==> config.mk <==
export PLATFORM = sky130hd
export DESIGN_NAME = next_irq_csr
export DESIGN_NICKNAME = d
export VERILOG_FILES = /design/src/rtl/next_irq_csr_pkg.sv /design/src/rtl/next_irq_csr_ctrl.sv /design/src/rtl/next_irq_csr_dp.sv /design/src/rtl/next_irq_csr.sv
export SDC_FILE = /design/constraint.sdc
export NUM_CORES = 1
export LEC_CHECK = 0
export ABC_AREA = 1
export BUFFER_PORTS_ARGS = -buffer_cell sky130_fd_sc_hd__buf_2
export CORE_ASPECT_RATIO = 0.9
export CORE_UTILIZATION = 26
export CTS_CLUSTER_DIAMETER = 80
export DETAILED_ROUTE_END_ITERATION = 12
export PLACE_DENSITY = 0.57
export SYNTH_ARGS = -nofsm -noshare
export SYNTH_HDL_FRONTEND = slang
export SYNTH_SLANG_ARGS = --single-unit
==> constraint.sdc <==
create_clock -name clk -period 24.1 [get_ports clk]
set_clock_uncertainty 0.15 [all_clocks]
set_input_delay 1.205 -clock clk [delete_from_list [all_inputs] [get_ports clk]]
set_output_delay 1.205 -clock clk [all_outputs]
set_load 0.1 [all_outputs]
==> src/rtl/next_irq_csr_pkg.sv <==
package next_irq_csr_pkg;

  typedef enum logic [2:0] {
    OP_RSV0 = 3'd0,
    OP_RW   = 3'd1,
    OP_RS   = 3'd2,
    OP_RC   = 3'd3,
    OP_RSV4 = 3'd4,
    OP_RWI  = 3'd5,
    OP_RSI  = 3'd6,
    OP_RCI  = 3'd7
  } csrOpE;

  // Strobes from control to datapath
  typedef struct packed {
    logic rdEn;
    logic claimEn;
    logic illegal;
  } ctrlStrobeT;

  // Operand bits that may be set on a set-type claim
  localparam int unsigned CLAIM_BITS = 32'h0000_000A;

endpackage

==> src/rtl/next_irq_csr_ctrl.sv <==
module next_irq_csr_ctrl
  import next_irq_csr_pkg::*;
#(
  parameter int XLEN = 32
) (
  input  logic             clk,
  input  logic             rstN,
  input  logic             accValid,
  input  logic [2:0]       accOp,
  input  logic [XLEN-1:0]  accOperand,
  output ctrlStrobeT       strobe
);

  localparam logic [XLEN-1:0] ALLOWED = XLEN'(CLAIM_BITS);

  logic armed;
  logic live;
  logic zeroOperand;
  logic strayBits;
  ctrlStrobeT decoded;

  always_ff @(posedge clk or negedge rstN) begin
    if (!rstN) armed <= 1'b0;
    else       armed <= 1'b1;
  end

  assign live        = accValid && armed && rstN;
  assign zeroOperand = (accOperand == '0);
  assign strayBits   = |(accOperand & ~ALLOWED);

  always_comb begin
    decoded = '0;
    unique case (csrOpE'(accOp))
      OP_RS, OP_RSI: begin
        if (zeroOperand)     decoded.rdEn    = 1'b1;
        else if (!strayBits) decoded.claimEn = 1'b1;
        else                 decoded.illegal = 1'b1;
      end
      OP_RCI:  decoded.claimEn = 1'b1;
      default: decoded.illegal = 1'b1;
    endcase
  end

  assign strobe = live ? decoded : '0;

endmodule

==> src/rtl/next_irq_csr_dp.sv <==
module next_irq_csr_dp
  import next_irq_csr_pkg::*;
#(
  parameter int NUM_IRQ = 8,
  parameter int LVL_W   = 8,
  parameter int XLEN    = 32
) (
  input  ctrlStrobeT                   strobe,
  input  logic [NUM_IRQ-1:0]           irqPending,
  input  logic [NUM_IRQ*LVL_W-1:0]     irqLevel,
  input  logic [NUM_IRQ-1:0]           irqVectored,
  input  logic [NUM_IRQ-1:0]           irqEdge,
  input  logic [LVL_W-1:0]             prevLevel,
  input  logic [LVL_W-1:0]             threshold,
  input  logic [XLEN-1:0]              tableBase,
  output logic [XLEN-1:0]              rdData,
  output logic                         levelWe,
  output logic [LVL_W-1:0]             levelWdata,
  output logic                         causeWe,
  output logic [$clog2(NUM_IRQ)-1:0]   causeId,
  output logic [NUM_IRQ-1:0]           clrPend,
  output logic                         illegal
);

  localparam int ID_W     = $clog2(NUM_IRQ);
  localparam int ADDR_SH  = $clog2(XLEN / 8);

  logic [NUM_IRQ-1:0] qual;
  logic [LVL_W-1:0]   lvlOf [NUM_IRQ];

  generate
    for (genvar g = 0; g < NUM_IRQ; g++) begin : gQual
      assign lvlOf[g] = irqLevel[g*LVL_W +: LVL_W];
      assign qual[g]  = irqPending[g] && irqVectored[g] &&
                        (lvlOf[g] > prevLevel) && (lvlOf[g] > threshold);
    end
  endgenerate

  logic             hit;
  logic [ID_W-1:0]  selId;
  logic [LVL_W-1:0] selLevel;

  // Ascending scan with >= lets a later (higher) ID win a tie
  always_comb begin
    hit      = 1'b0;
    selId    = '0;
    selLevel = '0;
    for (int i = 0; i < NUM_IRQ; i++) begin
      if (qual[i] && (!hit || lvlOf[i] >= selLevel)) begin
        hit      = 1'b1;
        selId    = ID_W'(i);
        selLevel = lvlOf[i];
      end
    end
  end

  logic [XLEN-1:0] entryAddr;
  logic            claim;

  assign entryAddr = tableBase + (XLEN'(selId) << ADDR_SH);
  assign claim     = strobe.claimEn && hit;

  assign rdData     = ((strobe.rdEn || strobe.claimEn) && hit) ? entryAddr : '0;
  assign levelWe    = claim;
  assign levelWdata = claim ? selLevel : '0;
  assign causeWe    = claim;
  assign causeId    = claim ? selId : '0;
  assign clrPend    = (claim && irqEdge[selId]) ? (NUM_IRQ'(1) << selId) : '0;
  assign illegal    = strobe.illegal;

endmodule

==> src/rtl/next_irq_csr.sv <==
module next_irq_csr
  import next_irq_csr_pkg::*;
#(
  parameter int NUM_IRQ = 8,
  parameter int LVL_W   = 8,
  parameter int XLEN    = 32
) (
  input  logic                         clk,
  input  logic                         rstN,
  input  logic [NUM_IRQ-1:0]           irqPending,
  input  logic [NUM_IRQ*LVL_W-1:0]     irqLevel,
  input  logic [NUM_IRQ-1:0]           irqVectored,
  input  logic [NUM_IRQ-1:0]           irqEdge,
  input  logic [LVL_W-1:0]             prevLevel,
  input  logic [LVL_W-1:0]             threshold,
  input  logic [XLEN-1:0]              tableBase,
  input  logic                         accValid,
  input  logic [2:0]                   accOp,
  input  logic [XLEN-1:0]              accOperand,
  output logic [XLEN-1:0]              rdData,
  output logic                         levelWe,
  output logic [LVL_W-1:0]             levelWdata,
  output logic                         causeWe,
  output logic [$clog2(NUM_IRQ)-1:0]   causeId,
  output logic [NUM_IRQ-1:0]           clrPend,
  output logic                         illegal
);

  ctrlStrobeT strobe;

  next_irq_csr_ctrl #(.XLEN(XLEN)) u_ctrl (
    .clk        (clk),
    .rstN       (rstN),
    .accValid   (accValid),
    .accOp      (accOp),
    .accOperand (accOperand),
    .strobe     (strobe)
  );

  next_irq_csr_dp #(.NUM_IRQ(NUM_IRQ), .LVL_W(LVL_W), .XLEN(XLEN)) u_dp (
    .strobe      (strobe),
    .irqPending  (irqPending),
    .irqLevel    (irqLevel),
    .irqVectored (irqVectored),
    .irqEdge     (irqEdge),
    .prevLevel   (prevLevel),
    .threshold   (threshold),
    .tableBase   (tableBase),
    .rdData      (rdData),
    .levelWe     (levelWe),
    .levelWdata  (levelWdata),
    .causeWe     (causeWe),
    .causeId     (causeId),
    .clrPend     (clrPend),
    .illegal     (illegal)
  );

endmodule

Word level (Yosys, flattened, before mapping):

Index checks and enable logic that the tools add are counted.

* divide/modulo/power cells: 0
* equal/unequal tests: 3
* add/subtract/negate cells: 1
* muxes and demuxes: 37
* shifts and indexed selects: 1
* bitwise operators: 0
* reduce and logical (&&, ||, !) cells: 54
* multiply operators: 0
* magnitude comparators: 24

Operators with widths (count)
* 8-bit > comparator: 16
* 8-bit two-way mux: 10
* 8-bit greater-or-equal comparator: 7
* 1-bit logical AND: 36
* 32-bit by 5-bit adder with 32-bit output: 1
* 32-bit zero test: 1
* 32-bit two-way mux: 1
* 30-bit OR reduction: 1
* 3-bit two-way mux: 6
* 1-bit two-way mux: 14
* 1-bit logical OR: 8
* 1-bit by 3-bit << shifter with 8-bit output, first input constant: 1
* 1-bit zero test: 7
* 3-bit == test, second input constant: 2
* 2-bit two-way mux: 3
* 3-bit by 4-bit less-than comparator with 1-bit output, second input constant: 1
* 1-bit one-hot mux with 2 select lines: 2
* 1-bit binary-select mux with 3-bit select: 1
* 3-bit by 2-bit == test with 1-bit output, second input constant: 1
* 2-bit OR reduction: 1

* memories kept: 0
* memory bits (writable): 0
* latch bits: 0
* ROM bits: 0
* register bits: 1
* input port bits: 174

Longest topological paths before layout:

Gate-level depths: netlist of the first run.

* depth after elaboration: 36
* depth in mapped cells: 115
* mapped depth without buffers: 107

By module:

Synthesis of the first run repeated with hierarchy kept, for this count alone.

* cell total of the unflattened synthesis: 1024
* area total of the unflattened synthesis: 6627.6 um^2

By module, submodules not included
* next_irq_csr_dp: area an instance 6428.7 um^2, times used 1, cells an instance 979, seq. area each 0.0 um^2
* next_irq_csr_ctrl: area an instance 198.9 um^2, times used 1, cells an instance 45, seq. area each 25.0 um^2

Least setup slack after synthesis of the first run:

Ideal clock, no wire load.

* path type: in2out
* start: in prevLevel[7]
* end: out rdData[26]
* arrival: 15.145 ns
* setup slack: 7.600 ns
* stages on the path: 101
* path through: inv_1 ha_1 nand2_1 nor2_1 nand2_1 nand3b_1 a21oi_2 nand2_1 inv_1 nand2_1 ha_1 a21o_1 nor2_1 nand2_1 nor2_1 nand3_2 nand2_4 buf_2 [... 65 more ...] fa_1 nand2_1 a21oi_2 nand3_1 nor2_2 nand2_2 nor2_2 nand2_2 nor3_4 nand2_1 nor2_4 and3_4 nand3_2 nor2_4 nand2_1 inv_1 a21oi_1 nor3_1

* longest elaborated chain between the ends: 34

RTL lines
* from (decl): line next_irq_csr.sv:14 `input logic [LVL_W-1:0] prevLevel,`
* 8-bit > comparator: line next_irq_csr_dp.sv:35 `(lvlOf[g] > prevLevel) && (lvlOf[g] > threshold);`
* 1-bit logical AND: line next_irq_csr_dp.sv:34 `assign qual[g] = irqPending[g] && irqVectored[g] &&`
* 1-bit logical AND: line next_irq_csr_dp.sv:35
* 8-bit two-way mux / 1-bit two-way mux (equally long branches): line next_irq_csr_dp.sv:49 `if (qual[i] && (!hit || lvlOf[i] >= selLevel)) begin`
* 8-bit greater-or-equal comparator / 1-bit zero test (equally long branches): line next_irq_csr_dp.sv:49
* 1-bit logical OR: line next_irq_csr_dp.sv:49
* 1-bit logical AND: line next_irq_csr_dp.sv:49
* 8-bit two-way mux / 1-bit two-way mux (equally long branches): line next_irq_csr_dp.sv:49
* [... 18 more ...]
* 1-bit logical AND: line next_irq_csr_dp.sv:49
* 8-bit two-way mux / 1-bit two-way mux (equally long branches): line next_irq_csr_dp.sv:49
* 8-bit greater-or-equal comparator / 1-bit zero test (equally long branches): line next_irq_csr_dp.sv:49
* 1-bit logical OR: line next_irq_csr_dp.sv:49
* 1-bit logical AND: line next_irq_csr_dp.sv:49
* 3-bit two-way mux / 1-bit two-way mux (equally long branches): line next_irq_csr_dp.sv:49
* 32-bit by 5-bit adder with 32-bit output / 1-bit logical AND (equally long branches): line next_irq_csr_dp.sv:60, next_irq_csr_dp.sv:63
* 32-bit two-way mux (*): line next_irq_csr_dp.sv:63 `assign rdData = ((strobe.rdEn || strobe.claimEn) && hit) ? entryAddr : '0;`
* to (decl): line next_irq_csr.sv:20 `output logic [XLEN-1:0] rdData,`

Every way passes the cells marked *; elsewhere a longest branch is shown, timed or not.

Worst setup path after layout of the first run:

* start: in threshold[3]
* end: out rdData[29]

* longest elaborated chain between the ends: 33

RTL lines
* from (decl): line next_irq_csr.sv:15 `input logic [LVL_W-1:0] threshold,`
* 8-bit > comparator: line next_irq_csr_dp.sv:35
* 1-bit logical AND: line next_irq_csr_dp.sv:35
* 8-bit two-way mux / 1-bit two-way mux (equally long branches): line next_irq_csr_dp.sv:49
* 8-bit greater-or-equal comparator / 1-bit zero test (equally long branches): line next_irq_csr_dp.sv:49
* 1-bit logical OR: line next_irq_csr_dp.sv:49
* 1-bit logical AND: line next_irq_csr_dp.sv:49
* 8-bit two-way mux / 1-bit two-way mux (equally long branches): line next_irq_csr_dp.sv:49
* 8-bit greater-or-equal comparator / 1-bit zero test (equally long branches): line next_irq_csr_dp.sv:49
* [... 17 more ...]
* 1-bit logical AND: line next_irq_csr_dp.sv:49
* 8-bit two-way mux / 1-bit two-way mux (equally long branches): line next_irq_csr_dp.sv:49
* 8-bit greater-or-equal comparator / 1-bit zero test (equally long branches): line next_irq_csr_dp.sv:49
* 1-bit logical OR: line next_irq_csr_dp.sv:49
* 1-bit logical AND: line next_irq_csr_dp.sv:49
* 3-bit two-way mux / 1-bit two-way mux (equally long branches): line next_irq_csr_dp.sv:49
* 32-bit by 5-bit adder with 32-bit output / 1-bit logical AND (equally long branches): line next_irq_csr_dp.sv:60, next_irq_csr_dp.sv:63
* 32-bit two-way mux (*): line next_irq_csr_dp.sv:63

Marks and branches as above.

==> flow_summary.json, run 1 <==
{
  "status": "complete, no violations",
  "die_width_um": 168,
  "ys_seq_area_frac": 0.00388,
  "synth_top_family_by_area": "adder cells",
  "first_pass_iters": 5,
  "placedCellCount": 1545,
  "yosysTopAreaCell": "ha_1",
  "io_pins": 228,
  "layout_commonest_cell": "nand2_1",
  "grt_pass1_wl_um": 35600,
  "nets": 1601,
  "slew_viol_final": 0,
  "die_area_um2": 25400,
  "synth_edf_count": 0,
  "synth_top_area_frac": 0.363,
  "min_path_type": "input pin to async pin",
  "ys_seq_elements": 1,
  "drtIter0Drc": 389,
  "overflow": 0,
  "synthCells": 1022,
  "min_period_ps": 17290,
  "grt_max_degree": 28,
  "reg_top3": "u_ctrl.armed: 1 flops",
  "most-common-layout-cells": "nand2_1, buf_2, ha_1, inv_1, a21oi_1",
  "max_stage_delay_ps": 450,
  "start_kind": "input pin",
  "cp.required_ps": 22740,
  "io_buffers": 227,
  "hold_viol": 0,
  "setup.worst_path.end_class": "output port",
  "hold_slack_ps": 840,
  "wl_per_cell_um": 15.3,
  "rows": 54,
  "nFillCells": 2728,
  "dp_hpwl_um": 20000,
  "layout-drive-gt1-share": 0.234,
  "synth_area_leaders": "ha_1, nand2_1, inv_1",
  "multi_input_area_um2": 5840,
  "largest_reg_flops": 1,
  "worst_slew_pin_slew_ps": 598,
  "antenna_found_initial": 0,
  "vias": 7528,
  "maxSlewHeadroom": 0.601,
  "synthMuxAreaShare": 0,
  "drt-vias-per-instance": 4.87,
  "clk_pin_slew_ps": 0,
  "ir_drop_mv": 0.00786,
  "drc_errors": 0,
  "postCtsSetupRepairBufs": 0,
  "setup_violations": 0,
  "ys_warn_count": 0,
  "powerDensity_nw_per_um2": 18.8,
  "min_period_over_period": 0.717,
  "cts_resized": 0,
  "synth_fp_nets": 1384,
  "core-area_um2": 24300,
  "fmax_mhz": 57.8,
  "ff_latch_area_um2": 25.0,
  "synth-xor-area-share": 0.00815,
  "rsz0062_at_grt": "false",
  "synth_ff_type": "dfrtp_1",
  "cap_violations": 0,
  "finalSetupTns_ps": 0,
  "arrival_ps": 15930,
  "p_leak_nw": 4.62,
  "cp_slowest_cell": "buf_2",
  "ctsHoldBuffers": 0,
  "avgSynthCellArea_um2": 6.31,
  "worstSetupPathType": "input pin to output port",
  "wl_um": 23700,
  "yosys.area_share.adder": 0.366,
  "syn_area_um2": 6450,
  "final_cells": 1546,
  "yosys.cell_types.count": 54,
  "antenna_left": 0,
  "async_reset_ff_frac": 1.00,
  "gp_congestion": 0.888,
  "cp_common_cell": "nand2_1",
  "grt_usage": 0.176,
  "regMostFlops": "u_ctrl.armed",
  "synth_compound_area_frac": 0.186,
  "start_util": 0.265,
  "path_max_fanout": 25,
  "syn2layout_area_growth_pct": 22.4,
  "synth_simple_gate_area_frac": 0.345,
  "dieHeight_um": 151,
  "grt_pass1_vias": 6752
}
-- synthesized netlist by cell type (3+ instances only) --
library cell and n:
buf_2 4, ha_1 187, o21ai_0 46, nor3b_1 3, nand2_2 8, xnor2_1 3, nor3_2 3, nand2_4 3
nand3b_1 5, o211ai_1 4, o21a_1 3, inv_1 133, nor2_2 6, a21oi_1 89, nand2_1 238, nor3_1 23
a211oi_1 7, or2_2 7, nor2_1 75, a221oi_1 5, nand4_1 18, nand3_1 50, nand3_2 10, xor2_1 3
o21ai_1 11, and2_1 7, buf_4 4, nor4_1 9, a31oi_1 5, nor2_4 3, o21ai_2 14, o21bai_1 5
-- area by class of cell --
cell class,instances,share of cell area
Timing Repair Buffer,228,0.145
Sequential cell,1,0.00317
Multi-Input combinational cell,874,0.739
Tap cell,308,0.0488
Inverter,134,0.0637
Antenna cell,1,0.000317
-- worst paths after layout --
check	from	to	slack (ps)
setup / recovery	threshold[3]	rdData[29]	6810
hold / removal	rstN	u_ctrl.armed$_DFF_PN0_	840
max in group asynchronous	rstN	u_ctrl.armed$_DFF_PN0_	22860
min in group clk	u_ctrl.armed$_DFF_PN0_	illegal	1880
-- per-stage QoR --
stage / total power, mW / area [um^2] / utilization / setup slack, ps
2_1_floorplan: 0.0970 / 6450 / - / 7600
3_3_place_gp: 0.144 / 7890 / 0.325 / 6990
3_5_place_dp: 0.146 / 7890 / 0.325 / 7000
4_1_cts: 0.147 / 7890 / 0.325 / 6960
5_1_grt: 0.170 / 7890 / 0.325 / 5030
6_report: 0.148 / 7900 / 0.325 / 6810
-- cell families after synthesis --
kind of cell	after synthesis
AOI/OAI and AO/OA	203
xor gates and xnor gates	6
adders and majority gates	188
buffers and inverters	147
DFF	1
other	1
and+or+nand+nor	476
-- power breakdown --
group             total [mW]  switching [mW]   internal, mW  leakage [nW]
Clock          0.00000000556               0  0.00000000555    0.00000634
Sequential           0.00182       0.0000248        0.00180        0.0117
Combinational          0.146          0.0901         0.0562          4.60
Total                  0.148          0.0901         0.0580          4.62
-- worst max-delay path, delay by kind of cell --
family | cells | cell delay, ps
buffers and inverters | 6 | 1530
and+or+nand+nor | 52 | 7070
AOI/OAI and AO/OA | 24 | 3260
adders and majority gates | 9 | 2810
-- routing by layer --
metal	vias up	global-route usage	share of wire
met2	192	0.305	0.46
met5	-	0	0
met1	3353	0.253	0.50
met4	0	0.0101	0.0038
li1	3978	-	-
met3	5	0.00418	0.042
Note: power is estimated with default switching activity, not from simulation.
==> inputs of run 2 (changes only) <==
- clock period: 24.1 -> 17.3 ns (I/O delays scaled with it)
==> flow_summary.json, run 2 (synthesis gave the netlist of run 1 again) <==
{
  "antenna_found_initial": 0,
  "die_width_um": 168,
  "overflow": 0,
  "ir_drop_mv": 0.0104,
  "grt_usage": 0.178,
  "crit_family": "simple AND/OR/NAND/NOR gates",
  "dp_hpwl_um": 19900,
  "cp.required_ps": 16280,
  "syn2layout_area_growth_pct": 25.2,
  "max_stage_delay_ps": 440,
  "drtIter0Drc": 387,
  "maxSlewHeadroom": 0.346,
  "setup.worst_path.end_class": "output port",
  "core-area_um2": 24300,
  "nFillCells": 2713,
  "powerDensity_nw_per_um2": 25.9,
  "grt_pass1_wl_um": 36000,
  "drc_errors": 0,
  "p_leak_nw": 4.65,
  "worst_slew_pin_slew_ps": 972,
  "vias": 7628,
  "maxUsedRoutingLayer": "met4",
  "largest_reg_flops": 1,
  "wl_met3_um": 919,
  "nets": 1616,
  "worst-path-stages": 93,
  "first_pass_iters": 5,
  "start_kind": "input pin",
  "dp_slack_ps": 560,
  "ctsHoldBuffers": 0,
  "fmax_mhz": 63.9,
  "crit_path_end": "rdData[28]",
  "final_util": 0.332,
  "min_period_over_period": 0.904,
  "diodes": 0,
  "arrival_ps": 14630,
  "met1Wirelength_um": 11600,
  "min_period_ps": 15640,
  "start_util": 0.265,
  "most-common-layout-cells": "nand2_1, buf_2, ha_1, inv_1, a21oi_1",
  "gp_congestion": 0.888,
  "grt_max_degree": 28,
  "finalWorstSetupSlack_ps": 1660,
  "antenna_left": 0,
  "drt-vias-per-instance": 4.89,
  "slew_viol_final": 0,
  "total_power_uw": 210,
  "status": "complete, no violations",
  "hold_viol": 0,
  "rows": 54,
  "wl_per_cell_um": 15.1,
  "io_pins": 228,
  "min_path_type": "input pin to async pin",
  "cp_slowest_cell": "buf_2",
  "clk_pin_slew_ps": 0,
  "placedCellCount": 1549,
  "final_cells": 1560,
  "io_buffers": 227,
  "setup_violations": 0,
  "die_area_um2": 25400,
  "path_max_fanout": 22,
  "reg_top3": "u_ctrl.armed: 1 flops",
  "grt_pass1_vias": 6973,
  "layout_commonest_cell": "nand2_1",
  "wl_met2_um": 10800,
  "startpoint": "prevLevel[4]",
  "regMostFlops": "u_ctrl.armed",
  "worstSetupPathType": "input pin to output port",
  "wl_um": 23600,
  "cp_common_cell": "nand2_1",
  "dieHeight_um": 151,
  "layout-drive-gt1-share": 0.252,
  "cap_violations": 0,
  "path_buf_inv": 5
}
-- run 2: what timing repair did --
item                                    CTS  global route
gates resized for setup                   0            23
endpoints found under the setup margin    0            19
buffers inserted                          0            10
-- run 2: worst min path at each step --
stage                     slack (ps)  from                endpoint
after floorplan                  420  rstN  u_ctrl.armed$_DFF_PN0_
after global placement           500  rstN  u_ctrl.armed$_DFF_PN0_
after detailed placement         500  rstN  u_ctrl.armed$_DFF_PN0_
after CTS                        500  rstN  u_ctrl.armed$_DFF_PN0_
after global routing             510  rstN  u_ctrl.armed$_DFF_PN0_
final                            500  rstN  u_ctrl.armed$_DFF_PN0_
-- run 2: report_power, final --
part / leakage (nW) / switching [mW] / total [mW] / internal (mW)
clock network: 0 / 0 / 0 / 0
registers: 0.0117 / 0.0000290 / 0.00253 / 0.00250
logic: 4.64 / 0.126 / 0.207 / 0.0808
total: 4.65 / 0.126 / 0.210 / 0.0833
-- run 2: layout make-up --
class	instances	area (um^2)	share of cell area
Timing Repair Buffer	242	1260	0.156
Multi-Input combinational cell	875	5870	0.727
Inverter	134	533	0.0660
Sequential cell	1	25.0	0.00310
Tap cell	308	385	0.0477
-- run 2: routing by layer --
layer  track usage  vias up
li1              -     3999
met1         0.249     3408
met5             0        -
met4        0.0225        0
met2         0.311      205
met3       0.00392       16
-- run 2: stage by stage --
step / cell area (um^2) / hold WS (ps) / setup TNS (ps)
6_report: 8080 / 500 / 0
5_1_grt: 8080 / 505 / -50.0
4_1_cts: 7920 / 501 / 0
3_5_place_dp: 7920 / 501 / 0
3_3_place_gp: 7920 / 498 / 0
2_1_floorplan: 6450 / 419 / 0
